===== src/rtl/sensor_sync_pkg.sv =====
package sensor_sync_pkg;
  // Register map of the timing port.
  typedef enum logic [1:0] {
    REG_LINE_GRAY = 2'd0,
    REG_FIELD_LEN = 2'd1,
    REG_HD_WIDTH  = 2'd2,
    REG_MODE      = 2'd3
  } sync_reg_e;
endpackage


===== src/rtl/sg_edge_sync.sv =====
// Two-flop synchronizer followed by an edge detector; the edge kind is chosen by parameter.
module sg_edge_sync #(
  parameter logic IDLE    = 1'b0,
  parameter bit   ON_FALL = 1'b0
) (
  input  logic clk,
  input  logic rst_n,
  input  logic din,
  output logic evt
);
  logic [2:0] stage_q;

  always_ff @(posedge clk) begin
    if (!rst_n) stage_q <= {3{IDLE}};
    else        stage_q <= {stage_q[1:0], din};
  end

  generate
    if (ON_FALL) begin : g_fall
      assign evt = stage_q[2] & ~stage_q[1];
    end else begin : g_rise
      assign evt = ~stage_q[2] & stage_q[1];
    end
  endgenerate
endmodule


===== src/rtl/sg_timing_regs.sv =====
// Holds written values in shadow registers and moves line/field lengths into
// the active set only at a field start.
module sg_timing_regs
  import sensor_sync_pkg::*;
#(
  parameter int          PIX_W         = 12,
  parameter int          LINE_W        = 12,
  parameter int          HDW_W         = 4,
  parameter int          CFG_W         = 12,
  parameter logic [11:0] DEF_LINE_GRAY = 12'h51E,
  parameter logic [11:0] DEF_FIELD     = 12'd262,
  parameter logic [3:0]  DEF_HDW       = 4'd4
) (
  input  logic              clk,
  input  logic              rst_n,
  input  logic              we,
  input  logic [1:0]        addr,
  input  logic [CFG_W-1:0]  wdata,
  input  logic              load,
  output logic [PIX_W-1:0]  pix_last,
  output logic [LINE_W-1:0] line_last,
  output logic [HDW_W-1:0]  hd_width,
  output logic              master
);
  function automatic logic [PIX_W-1:0] gray_to_bin(input logic [PIX_W-1:0] g);
    logic [PIX_W-1:0] b;
    b[PIX_W-1] = g[PIX_W-1];
    for (int i = PIX_W - 2; i >= 0; i--) b[i] = b[i+1] ^ g[i];
    return b;
  endfunction

  // Last pixel index: decoded + 3, saturated at the counter's top.
  function automatic logic [PIX_W-1:0] last_pixel(input logic [PIX_W-1:0] dec);
    logic [PIX_W:0] sum;
    sum = {1'b0, dec} + (PIX_W + 1)'(3);
    return sum[PIX_W] ? {PIX_W{1'b1}} : sum[PIX_W-1:0];
  endfunction

  function automatic logic [LINE_W-1:0] last_line(input logic [LINE_W-1:0] n);
    return (n == '0) ? '0 : n - 1'b1;
  endfunction

  function automatic logic [HDW_W-1:0] eff_width(input logic [HDW_W-1:0] w);
    return (w == '0) ? HDW_W'(1) : w;
  endfunction

  logic [PIX_W-1:0]  sh_line_gray_q;
  logic [LINE_W-1:0] sh_field_q;
  logic [PIX_W-1:0]  act_pix_last_q;
  logic [LINE_W-1:0] act_line_last_q;
  logic [HDW_W-1:0]  hdw_q;
  logic              master_q;

  always_ff @(posedge clk) begin
    if (!rst_n) begin
      sh_line_gray_q <= PIX_W'(DEF_LINE_GRAY);
      sh_field_q     <= LINE_W'(DEF_FIELD);
      hdw_q          <= HDW_W'(DEF_HDW);
      master_q       <= 1'b0;
    end else if (we) begin
      case (sync_reg_e'(addr))
        REG_LINE_GRAY: sh_line_gray_q <= wdata[PIX_W-1:0];
        REG_FIELD_LEN: sh_field_q     <= wdata[LINE_W-1:0];
        REG_HD_WIDTH:  hdw_q          <= wdata[HDW_W-1:0];
        REG_MODE:      master_q       <= wdata[0];
        default: ;
      endcase
    end
  end

  always_ff @(posedge clk) begin
    if (!rst_n) begin
      act_pix_last_q  <= last_pixel(gray_to_bin(PIX_W'(DEF_LINE_GRAY)));
      act_line_last_q <= last_line(LINE_W'(DEF_FIELD));
    end else if (load) begin
      act_pix_last_q  <= last_pixel(gray_to_bin(sh_line_gray_q));
      act_line_last_q <= last_line(sh_field_q);
    end
  end

  assign pix_last  = act_pix_last_q;
  assign line_last = act_line_last_q;
  assign hd_width  = eff_width(hdw_q);
  assign master    = master_q;
endmodule


===== src/rtl/sg_counters.sv =====
// Pixel and line counters with restart, external line-step and natural wrap.
module sg_counters #(
  parameter int PIX_W  = 12,
  parameter int LINE_W = 12
) (
  input  logic              clk,
  input  logic              rst_n,
  input  logic              clr_all,
  input  logic              line_step,
  input  logic [PIX_W-1:0]  pix_last,
  input  logic [LINE_W-1:0] line_last,
  output logic [PIX_W-1:0]  pix_cnt,
  output logic [LINE_W-1:0] line_cnt,
  output logic              pix_wrap,
  output logic              frame_start
);
  logic [PIX_W-1:0]  pix_q;
  logic [LINE_W-1:0] line_q;
  logic              line_end;
  logic              at_last_line;

  assign pix_wrap     = (pix_q >= pix_last);
  assign line_end     = line_step | pix_wrap;
  assign at_last_line = (line_q >= line_last);
  assign frame_start  = clr_all | (line_end & at_last_line);

  // Priority: restart, then line end (external or natural), then count.
  always_ff @(posedge clk) begin
    if (!rst_n) begin
      pix_q  <= '0;
      line_q <= '0;
    end else if (clr_all) begin
      pix_q  <= '0;
      line_q <= '0;
    end else if (line_end) begin
      pix_q  <= '0;
      line_q <= at_last_line ? '0 : line_q + 1'b1;
    end else begin
      pix_q  <= pix_q + 1'b1;
    end
  end

  assign pix_cnt  = pix_q;
  assign line_cnt = line_q;
endmodule


===== src/rtl/sensor_sync_gen.sv =====
module sensor_sync_gen #(
  parameter int          PIX_W         = 12,
  parameter int          LINE_W        = 12,
  parameter int          HDW_W         = 4,
  parameter int          CFG_W         = 12,
  parameter logic [11:0] DEF_LINE_GRAY = 12'h51E,
  parameter logic [11:0] DEF_FIELD     = 12'd262,
  parameter logic [3:0]  DEF_HDW       = 4'd4
) (
  input  logic              clk,
  input  logic              rst_n,
  input  logic              cfg_we,
  input  logic [1:0]        cfg_addr,
  input  logic [CFG_W-1:0]  cfg_wdata,
  input  logic              sync_i,
  input  logic              hd_n_i,
  input  logic              vd_n_i,
  output logic              hd_n_o,
  output logic              vd_n_o,
  output logic              hv_drive_o,
  output logic [PIX_W-1:0]  pix_cnt_o,
  output logic [LINE_W-1:0] line_cnt_o
);
  localparam int NUM_IN = 3;
  localparam logic [NUM_IN-1:0] IN_IDLE = 3'b110;   // {vd, hd, sync}
  localparam logic [NUM_IN-1:0] IN_FALL = 3'b110;

  // Named internal events, used by the checker.
  logic [NUM_IN-1:0] in_raw;
  logic [NUM_IN-1:0] in_evt;
  logic              sync_rise;
  logic              hd_evt;
  logic              vd_evt;
  logic              frame_start;
  logic              pix_wrap;
  logic              master;
  logic [PIX_W-1:0]  pix_last;
  logic [LINE_W-1:0] line_last;
  logic [HDW_W-1:0]  hd_width;

  assign in_raw = {vd_n_i, hd_n_i, sync_i};

  generate
    for (genvar gi = 0; gi < NUM_IN; gi++) begin : g_in
      sg_edge_sync #(
        .IDLE   (IN_IDLE[gi]),
        .ON_FALL(IN_FALL[gi])
      ) u_sync (
        .clk  (clk),
        .rst_n(rst_n),
        .din  (in_raw[gi]),
        .evt  (in_evt[gi])
      );
    end
  endgenerate

  assign sync_rise = in_evt[0];
  assign hd_evt    = in_evt[1] & ~master;
  assign vd_evt    = in_evt[2] & ~master;

  sg_timing_regs #(
    .PIX_W        (PIX_W),
    .LINE_W       (LINE_W),
    .HDW_W        (HDW_W),
    .CFG_W        (CFG_W),
    .DEF_LINE_GRAY(DEF_LINE_GRAY),
    .DEF_FIELD    (DEF_FIELD),
    .DEF_HDW      (DEF_HDW)
  ) u_regs (
    .clk      (clk),
    .rst_n    (rst_n),
    .we       (cfg_we),
    .addr     (cfg_addr),
    .wdata    (cfg_wdata),
    .load     (frame_start),
    .pix_last (pix_last),
    .line_last(line_last),
    .hd_width (hd_width),
    .master   (master)
  );

  sg_counters #(
    .PIX_W (PIX_W),
    .LINE_W(LINE_W)
  ) u_cnt (
    .clk        (clk),
    .rst_n      (rst_n),
    .clr_all    (sync_rise | vd_evt),
    .line_step  (hd_evt),
    .pix_last   (pix_last),
    .line_last  (line_last),
    .pix_cnt    (pix_cnt_o),
    .line_cnt   (line_cnt_o),
    .pix_wrap   (pix_wrap),
    .frame_start(frame_start)
  );

  assign hd_n_o     = ~(pix_cnt_o < {{(PIX_W-HDW_W){1'b0}}, hd_width});
  assign vd_n_o     = (line_cnt_o != '0);
  assign hv_drive_o = master;
endmodule


===== config.mk =====
export PLATFORM = sky130hd
export DESIGN_NAME = sensor_sync_gen
export DESIGN_NICKNAME = d
export VERILOG_FILES = /design/src/rtl/sensor_sync_pkg.sv /design/src/rtl/sg_edge_sync.sv /design/src/rtl/sg_timing_regs.sv /design/src/rtl/sg_counters.sv /design/src/rtl/sensor_sync_gen.sv
export SDC_FILE = /design/constraint.sdc
export NUM_CORES = 1
export LEC_CHECK = 0
export ABC_AREA = 1
export BUFFER_PORTS_ARGS = -buffer_cell sky130_fd_sc_hd__buf_2
export CAP_MARGIN = 5
export CORE_MARGIN = 3
export CORE_UTILIZATION = 64
export CTS_CLUSTER_SIZE = 8
export DETAILED_ROUTE_END_ITERATION = 8
export HOLD_SLACK_MARGIN = 0.12
export PLACE_DENSITY = 0.85
export REMOVE_ABC_BUFFERS = 1
export SKIP_CTS_REPAIR_TIMING = 1
export SYNTH_ARGS = -nofsm -noshare
export SYNTH_HDL_FRONTEND = slang
export SYNTH_HIERARCHICAL = 1
export SYNTH_SLANG_ARGS = --single-unit

===== constraint.sdc =====
create_clock -name clk -period 12.2 [get_ports clk]
set_input_delay 1.83 -clock clk [delete_from_list [all_inputs] [get_ports clk]]
set_output_delay 1.83 -clock clk [all_outputs]
set_load 0.005 [all_outputs]

==> results.md, run 1 <==
* Share of layout cells above drive strength 1 at 0.128
* Worst hold-check path type: reg2reg
* All-layer global routing usage at 0.257
* Switching Power at 181 uW
* Core Area at 7450 sq um
* Cell Area, Synth at 5020 sq um
* DR vias/cell at 5.26
* Avg Synthesized Cell Area at 6.82 sq um
* Htree depth at 3
* WL per Instance at 12.4 um
* CP Class: reg2reg
* Vias at 4648
* Die area at 8950 sq um
* Clk pin slew, worst setup/hold paths at 90 ps
* Worst slew pin tran at 704 ps
* First-pass GRT wire length at 18400 um
* Post-route cell area at 5490 sq um
* Die height at 94.6 um
* Post-Place Cells at 867
* # nets final at 840
* Final instance count without filler cells at 883
* Setup violators final at 0
* Final worst-path cycle share at 0.380
* Met1 Track Usage GR at 0.315
* Number of I/O pins at 47
* Placer congestion estimate at 0.822
* Clk_skew at 12.7 ps
* Initial antenna violation count at 0
* Root cell of the clock tree: clkbuf_8
* Critical path launch point type: register
* Clock network power share at 0.337
* CTS tree: built
* Initial core utilization at 0.675
* Worst Path Arrival at 4860 ps
* GR Util met3 at 0.0478
* Final setup margin at 7560 ps
* Gr ovfl total at 0
* Router iterations before antenna repair at 5
* Sum Neg Setup Slack at 0 ps
* Placed cell area at 5280 sq um
* Cell Pwr Density at 113 nW/um^2
* RSZ-0062 raised after global routing: no
* Run status: finished clean
* Leakage at 2.78 nW
* Yosys warning count at 6
* Filler instances at 629
* Fmax at 216 MHz
* MaxCap Viol Count at 0
* Worst vdd ir at 80.3 uV
* Met2 Usage GRT at 0.457
* Die W at 94.6 um
* Worst Path Required at 12430 ps
* DRT antenna net count at 0
* Antenna Cells at 0
* Clock buffer depth at 2
* Floorplan row count at 31
* HPWL after detailed placement at 8240 um
* Clk_lat worst skew at 360 ps
* Largest net degree at the start of global routing at 46
* Internal at 439 uW
* CTS Buf Count at 9
* CP max FO at 10
* Comb power frac at 0.176
* Vias in the first global route at 4270
* Setup Slack @ Placement at 7620 ps
* Flop pwr share at 0.487
* Final hold viol count at 0
* Final WL at 10900 um
* Finished Core Util at 0.738
* Post-Synthesis Cells at 737
* Final Critical Period at 4640 ps
* GR peak layer: met2
* Sw frac at 0.292
* Final Slew Violations at 0
* PortBufs at 46
* Critical path endpoint category: register
* Synthesis-to-finish area growth at 9.34%
* Clock sinks at 86
* DR iter-0 viols at 211
* Residual DRC at 0
* Max transition margin at 0.531
## per-stage QoR
stage / power, mW / hold slack, ps
2_1_floorplan: 0.387 / 380
3_3_place_gp: 0.412 / 384
3_5_place_dp: 0.416 / 388
4_1_cts: 0.622 / 410
5_1_grt: 0.654 / 442
6_report: 0.620 / 407
## path summary, 6_finish.rpt
kind,from,end,slack [ps],cells past startpoint
max,u_regs/sh_line_gray_q[10]$_SDFFE_PN1P_,u_regs/pix_last[2]$_SDFFE_PN1P_,7560,26
min,g_in[1].u_sync/stage_q[0]$_SDFF_PN1_,g_in[1].u_sync/stage_q[1]$_SDFF_PN1_,410,2
max reg2reg,u_regs/sh_line_gray_q[10]$_SDFFE_PN1P_,u_regs/pix_last[2]$_SDFFE_PN1P_,7560,26
min reg2reg,g_in[1].u_sync/stage_q[0]$_SDFF_PN1_,g_in[1].u_sync/stage_q[1]$_SDFF_PN1_,410,2
## metal layers
metal  vias to the layer above  wire length (um)  part of all wire
met1                      2127              4930              0.45
li1                       2380                 -                 -
met5                         -                 0                 0
met2                       129              5320              0.49
met4                         0               148             0.014
met3                        12               534             0.049
## registers in the layout, summed over array words and instances, names as in the netlist, 4 cells and up
register	cells
g_in.u_sync/stage_q	9
u_cnt/pix_cnt	12
u_regs/pix_last	12
u_regs/hdw_q	4
u_regs/sh_field_q	12
u_regs/sh_line_gray_q	12
u_regs/line_last	12
u_cnt/line_cnt	12
## final cells by class
type	count	area (sq um)	area share
multi-input combinational	502	2710	0.492
sequential	86	1720	0.313
inverter	134	503	0.0916
timing repair buffer	46	230	0.0419
clock buffer	11	151	0.0276
tap	99	124	0.0226
clock inverter	5	57.6	0.0105
## cell usage in the layout, fill, tap and decap left out, types with 16 or more instances in the layout
master   instances
a21oi_1         44
buf_2           46
dfxtp_1         86
ha_1            41
inv_1          129
nand2_1        192
nand3_1         40
nor2_1          74
nor2_2          16
o21ai_0         30
## power groups by stage
stage          Combinational [mW]  Clock, mW  Sequential [mW]
3_5_place_dp                0.107          0            0.308
3_3_place_gp                0.104          0            0.308
4_1_cts                     0.108      0.212            0.302
6_report                    0.109      0.209            0.302
5_1_grt                     0.126      0.224            0.303
2_1_floorplan              0.0814          0            0.306
## critical path: stages, from the launching register on
cell      delay [ps]
dfxtp_1          310
inv_1             50
ha_1             310
inv_1             50
ha_1             280
inv_1             60
ha_1             260
inv_1             50
ha_1             300
inv_1             60
ha_1             300
inv_1             50
ha_1             280
inv_1             50
ha_1             300
inv_1             50
ha_1             290
inv_1             50
ha_1             290
inv_1             60
ha_1             280
nor2_2           140
nor2_2            90
a21oi_4          260
o211ai_1         130
o21ai_0           90
nand2_1           60
Power figures use the tool's default switching activity.
==> inputs of run 2 (changes only) <==
--- a/config.mk
+++ b/config.mk
@@ -9,11 +9,11 @@
 export BUFFER_PORTS_ARGS = -buffer_cell sky130_fd_sc_hd__buf_2
 export CAP_MARGIN = 5
 export CORE_MARGIN = 3
-export CORE_UTILIZATION = 64
+export CORE_UTILIZATION = 60
 export CTS_CLUSTER_SIZE = 8
 export DETAILED_ROUTE_END_ITERATION = 8
 export HOLD_SLACK_MARGIN = 0.12
-export PLACE_DENSITY = 0.85
+export PLACE_DENSITY = 0.81
 export REMOVE_ABC_BUFFERS = 1
 export SKIP_CTS_REPAIR_TIMING = 1
 export SYNTH_ARGS = -nofsm -noshare
==> constraint.sdc (replaced) <==
create_clock -name clk -period 4.5 [get_ports clk]
set_input_delay 0.675 -clock clk [delete_from_list [all_inputs] [get_ports clk]]
set_output_delay 0.675 -clock clk [all_outputs]
set_load 0.005 [all_outputs]
==> results.md, run 2 (synthesis gave the netlist of run 1 again) <==
* Run status: finished clean
* Clock sinks at 86
* CTS Buf Count at 9
* Placer congestion estimate at 0.797
* Cell Pwr Density at 322 nW/um^2
* Final worst-path cycle share at 0.995
* Residual DRC at 0
* Share of layout cells above drive strength 1 at 0.157
* Critical path endpoint category: register
* Initial antenna violation count at 0
* DR iter-0 viols at 252
* Final Critical Period at 4480 ps
* Number of I/O pins at 47
* Final hold viol count at 0
* Clk pin slew, worst setup/hold paths at 100 ps
* Finished Core Util at 0.721
* Fmax at 223 MHz
* Router iterations before antenna repair at 6
* Commonest non-fill, non-tap cell in the layout: nand2_1
* Critical path launch point type: register
* DR vias/cell at 5.30
* Die area at 9510 sq um
* Worst Path Required at 4800 ps
* CP Class: reg2reg
* Worst hold-check path type: reg2reg
* Largest net degree at the start of global routing at 46
* Clock buffer depth at 2
* Synthesis-to-finish area growth at 13.8%
* PortBufs at 46
* Vias in the first global route at 4410
* Clk_skew at 13.9 ps
* Antenna Cells at 0
* Worst slew pin tran at 734 ps
* First-pass GRT wire length at 19300 um
* Setup Slack @ Placement at -151 ps
* Floorplan row count at 32
* Max transition margin at 0.511
* Commonest non-fill, non-tap cells in the layout: nand2_1, inv_1, dfxtp_1, nor2_1, buf_2
* Worst vdd ir at 238 uV
* Htree depth at 3
* Die height at 97.5 um
* Filler instances at 660
* Vias at 4730
* Initial core utilization at 0.634
* Setup violators final at 0
* Clk_lat worst skew at 360 ps
* MaxCap Viol Count at 0
* All-layer global routing usage at 0.242
* Leakage at 2.82 nW
* Final Slew Violations at 0
* Gr ovfl total at 0
* Final WL at 11900 um
* # nets final at 846
* Final setup margin at 24.7 ps
* Worst Path Arrival at 4770 ps
* DRT antenna net count at 0
* HPWL after detailed placement at 8380 um
* WL per Instance at 13.4 um
* CTS tree: built
* Die W at 97.5 um
* Core Area at 7930 sq um
* Root cell of the clock tree: clkbuf_8
* CP max FO at 3
run 2: cell types whose count changed in the layout (fill, tap and decap cells not counted), sizes merged:
cell / before / now
buf: 46 / 52
clkinv: 6 / 3
inv: 132 / 134
bufinv: 1 / 2
clkbuf: 11 / 10
clkinvlp: 0 / 1
run 2: metrics by stage:
| step | hold WS (ps) | instances | TNS [ps] | cell area (sq um) | power [mW] |
|---|---|---|---|---|---|
| global route | 431 | 892 | -458 | 5720 | 1.93 |
| finish | 409 | 892 | 0 | 5720 | 1.84 |
| detailed placement | 389 | 870 | -595 | 5290 | 1.13 |
| CTS | 411 | 886 | -849 | 5520 | 1.76 |
| floorplan | 380 | 722 | 0 | 4930 | 1.05 |
| global placement | 382 | 870 | 0 | 5290 | 1.12 |
run 2: final timing paths:
| kind | startpoint | end | slack (ps) | depth (start not counted) |
|---|---|---|---|---|
| min reg2reg | g_in[1].u_sync/stage_q[0]$_SDFF_PN1_ | g_in[1].u_sync/stage_q[1]$_SDFF_PN1_ | 410 | 2 |
| min | g_in[1].u_sync/stage_q[0]$_SDFF_PN1_ | g_in[1].u_sync/stage_q[1]$_SDFF_PN1_ | 410 | 2 |
| max reg2reg | u_regs/sh_line_gray_q[10]$_SDFFE_PN1P_ | u_regs/pix_last[10]$_SDFFE_PN1P_ | 20 | 27 |
| max | u_regs/sh_line_gray_q[10]$_SDFFE_PN1P_ | u_regs/pix_last[10]$_SDFFE_PN1P_ | 20 | 27 |
run 2: area by class of cell:
| type | instances | area (sq um) | area share |
|---|---|---|---|
| clock inverters | 6 | 92.6 | 0.0162 |
| well taps | 102 | 128 | 0.0223 |
| repair buffers | 52 | 287 | 0.0501 |
| clock buffers | 10 | 138 | 0.0241 |
| inverters | 134 | 503 | 0.0880 |
| multi-input cells | 502 | 2850 | 0.498 |
| flip-flops and latches | 86 | 1720 | 0.301 |
run 2: worst max-delay path: stages, from the launching register on:
cell and delay (ps):
dfxtp_2 320, inv_1 60, ha_4 270, inv_1 60, ha_4 260, inv_1 50
ha_1 280, inv_2 50, ha_4 260, inv_2 40, ha_4 270, inv_1 60
ha_4 270, inv_2 50, ha_4 260, inv_1 60, ha_4 270, inv_1 60
ha_4 270, inv_2 50, ha_4 270, nor2_4 40, buf_4 140, nor2_2 140
nand2_2 100, o21ai_0 210, nand2_1 70, o21ai_1 140
run 2: metal layers:
| metal | track usage | share of wire | vias up |
|---|---|---|---|
| met5 | 0 | 0 | - |
| met4 | 0.0958 | 0.023 | 0 |
| met3 | 0.0395 | 0.050 | 25 |
| met2 | 0.430 | 0.51 | 143 |
| met1 | 0.289 | 0.42 | 2168 |
| li1 | - | - | 2394 |
run 2: report_power, final:
group / internal (mW) / switching [mW]
sequential: 0.794 / 0.0242
combinational: 0.160 / 0.229
clock: 0.333 / 0.302
==> inputs of run 3 (changes only) <==
--- a/config.mk
+++ b/config.mk
@@ -5,15 +5,14 @@
 export SDC_FILE = /design/constraint.sdc
 export NUM_CORES = 1
 export LEC_CHECK = 0
-export ABC_AREA = 1
 export BUFFER_PORTS_ARGS = -buffer_cell sky130_fd_sc_hd__buf_2
 export CAP_MARGIN = 5
 export CORE_MARGIN = 3
-export CORE_UTILIZATION = 60
+export CORE_UTILIZATION = 59
 export CTS_CLUSTER_SIZE = 8
 export DETAILED_ROUTE_END_ITERATION = 8
 export HOLD_SLACK_MARGIN = 0.12
-export PLACE_DENSITY = 0.81
+export PLACE_DENSITY = 0.8
 export REMOVE_ABC_BUFFERS = 1
 export SKIP_CTS_REPAIR_TIMING = 1
 export SYNTH_ARGS = -nofsm -noshare
==> results.md, run 3 <==
* Run status: finished clean
* Root cell of the clock tree: clkbuf_8
* Critical path launch point type: register
* Worst Path Arrival at 4720 ps
* Dominant synthesized flop cell: dfxtp_1
* CP max stage delay at 340 ps
* Final worst-path cycle share at 0.995
* First-pass GRT wire length at 17500 um
* Area leader, netlist: dfxtp_1
* Antenna Cells at 0
* CTS tree: built
* Top cell by count, worst path: ha_4
* Cell Pwr Density at 317 nW/um^2
* Worst-path cell chain: inv_2, ha_4, inv_1, ha_4, inv_2, ha_4, inv_1, ha_1, inv_2, ha_4, inv_1, ha_4, inv_2, ha_4, inv_2, ha_4, inv_1, ha_4, inv_2, ha_4, xor2_1, o21ai_2, a31o_2, o221a_2
* Largest net degree at the start of global routing at 39
* Vias in the first global route at 3910
* Worst slew pin tran at 1020 ps
* Placer congestion estimate at 0.894
* Clk_lat worst skew at 350 ps
* Worst vdd ir at 230 uV
* DRT antenna net count at 0
* Floorplan row count at 31
* Post-synth ARST share at 0
* Cell Area, Synth at 4610 sq um
* CP Class: reg2reg
* HPWL after detailed placement at 7610 um
* Critical path endpoint category: register
* Worst-case reg-to-reg path depth at 24
* Final Slew Violations at 0
* Post-synth top area share at 0.374
* Avg Synthesized Cell Area at 8.35 sq um
* MaxCap Viol Count at 0
* Setup Slack @ Placement at -133 ps
* Yosys reg bits at 86
* Htree depth at 3
* Share of layout cells above drive strength 1 at 0.184
* Final setup margin at 23.5 ps
* Leakage at 2.30 nW
* Die W at 94.4 um
* Clk_skew at 11.3 ps
* Sequential share of the synthesized area at 0.374
* WHS at 418 ps
* Cell with the most instances after synthesis: dfxtp_1
* Commonest non-fill, non-tap cell in the layout: dfxtp_1
* Final Critical Period at 4480 ps
* Die area at 8910 sq um
* # nets final at 658
* Number of flops mapped to enable cells by yosys at 0
* Setup violators final at 0
* Final WL at 10900 um
* Gr ovfl total at 0
* Initial core utilization at 0.622
* Crit-path slowest cell: dfxtp_2
* CP max FO at 3
* Netlist cell types at 58
* Hold_sp: g_in[1].u_sync/stage_q[0]$_SDFF_PN1_
* Clock buffer depth at 2
* Top cells by area, synth: dfxtp_1, ha_1, nand2_1
* Worst hold path stage count at 1
* Router iterations before antenna repair at 5
* Initial antenna violation count at 0
* Core Area at 7410 sq um
* Final hold viol count at 0
* PortBufs at 46
* Worst Path Required at 4740 ps
* CP Launch Point: u_regs/sh_line_gray_q[10]$_SDFFE_PN1P_
* Worst r2r src: u_regs/sh_line_gray_q[10]$_SDFFE_PN1P_
* Commonest non-fill, non-tap cells in the layout: dfxtp_1, nand2_1, inv_1, buf_2, a21oi_1
* Number of I/O pins at 47
* Post-synth top cells: dfxtp_1, nand2_1, inv_1, ha_1, a21oi_1
* Fmax at 223 MHz
* Residual DRC at 0
* CTS Buf Count at 9
* Yosys warning count at 6
* Post-Synthesis Cells at 552
* Clk pin slew, worst setup/hold paths at 90 ps
* Vias at 4123
* Clock sinks at 86
* Synthesis-to-finish area growth at 15.2%
* Die height at 94.4 um
* WL per Instance at 15.6 um
* DR iter-0 viols at 223
* Max transition margin at 0.317
* Total power draw at 1.68 mW
* DR vias/cell at 5.88
* Worst hold-check path type: reg2reg
* All-layer global routing usage at 0.245
* Filler instances at 561
[run 3: final timing paths]
path	slack (ps)	end
max	20	u_regs/pix_last[11]$_SDFFE_PN0P_
min reg2reg	420	g_in[1].u_sync/stage_q[1]$_SDFF_PN1_
max reg2reg	20	u_regs/pix_last[11]$_SDFFE_PN0P_
min	420	g_in[1].u_sync/stage_q[1]$_SDFF_PN1_
[run 3: where the power goes]
group	total [mW]	switching (mW)	internal, mW
Sequential	0.810	0.0219	0.788
Combinational	0.313	0.170	0.142
Clock	0.561	0.286	0.275
Total	1.68	0.479	1.21
[run 3: layer usage]
layer | global-route usage | vias to the layer above | wire, um
met3 | 0.0375 | 20 | 508
met2 | 0.426 | 127 | 5520
met5 | 0 | - | 0
met1 | 0.308 | 1962 | 4730
met4 | 0.0890 | 0 | 172
li1 | - | 2014 | -
[run 3: cell families (layout without fill, tap and decap cells)]
logic type | after synthesis | count (layout) | share of synthesized area
AOI/OAI and AO/OA | 121 | 121 | 0.176
DFF | 86 | 86 | 0.374
adders and majority gates | 41 | 41 | 0.111
and+or+nand+nor | 196 | 196 | 0.217
buffers and inverters | 80 | 130 | 0.0673
muxes | 6 | 6 | 0.0130
xor gates and xnor gates | 22 | 22 | 0.0418
[run 3: final cells by class]
cell class / instances / area (sq um) / area share
Timing Repair Buffer: 58 / 320 / 0.0603
Sequential cell: 86 / 1720 / 0.324
Clock buffer: 10 / 138 / 0.0259
Clock inverter: 6 / 68.8 / 0.0130
Tap cell: 99 / 124 / 0.0233
Multi-Input combinational cell: 386 / 2730 / 0.514
Inverter: 56 / 210 / 0.0396
[run 3: worst max-delay path, delay by kind of cell, from the launching register on]
| family | cells | cell delay (ps) |
|---|---|---|
| AOI/OAI and AO/OA | 3 | 620 |
| xor gates and xnor gates | 1 | 280 |
| adders and majority gates | 10 | 2640 |
| DFF | 1 | 340 |
| buffers and inverters | 10 | 500 |
[run 3: through the flow]
stage | TNS [ps] | cell area [sq um] | utilization | instances
after floorplan | 0 | 4510 | - | 528
after global placement | 0 | 4950 | 0.668 | 684
after detailed placement | -303 | 4950 | 0.668 | 684
after CTS | -437 | 5160 | 0.696 | 700
after global routing | -174 | 5310 | 0.717 | 701
final | 0 | 5310 | 0.717 | 701
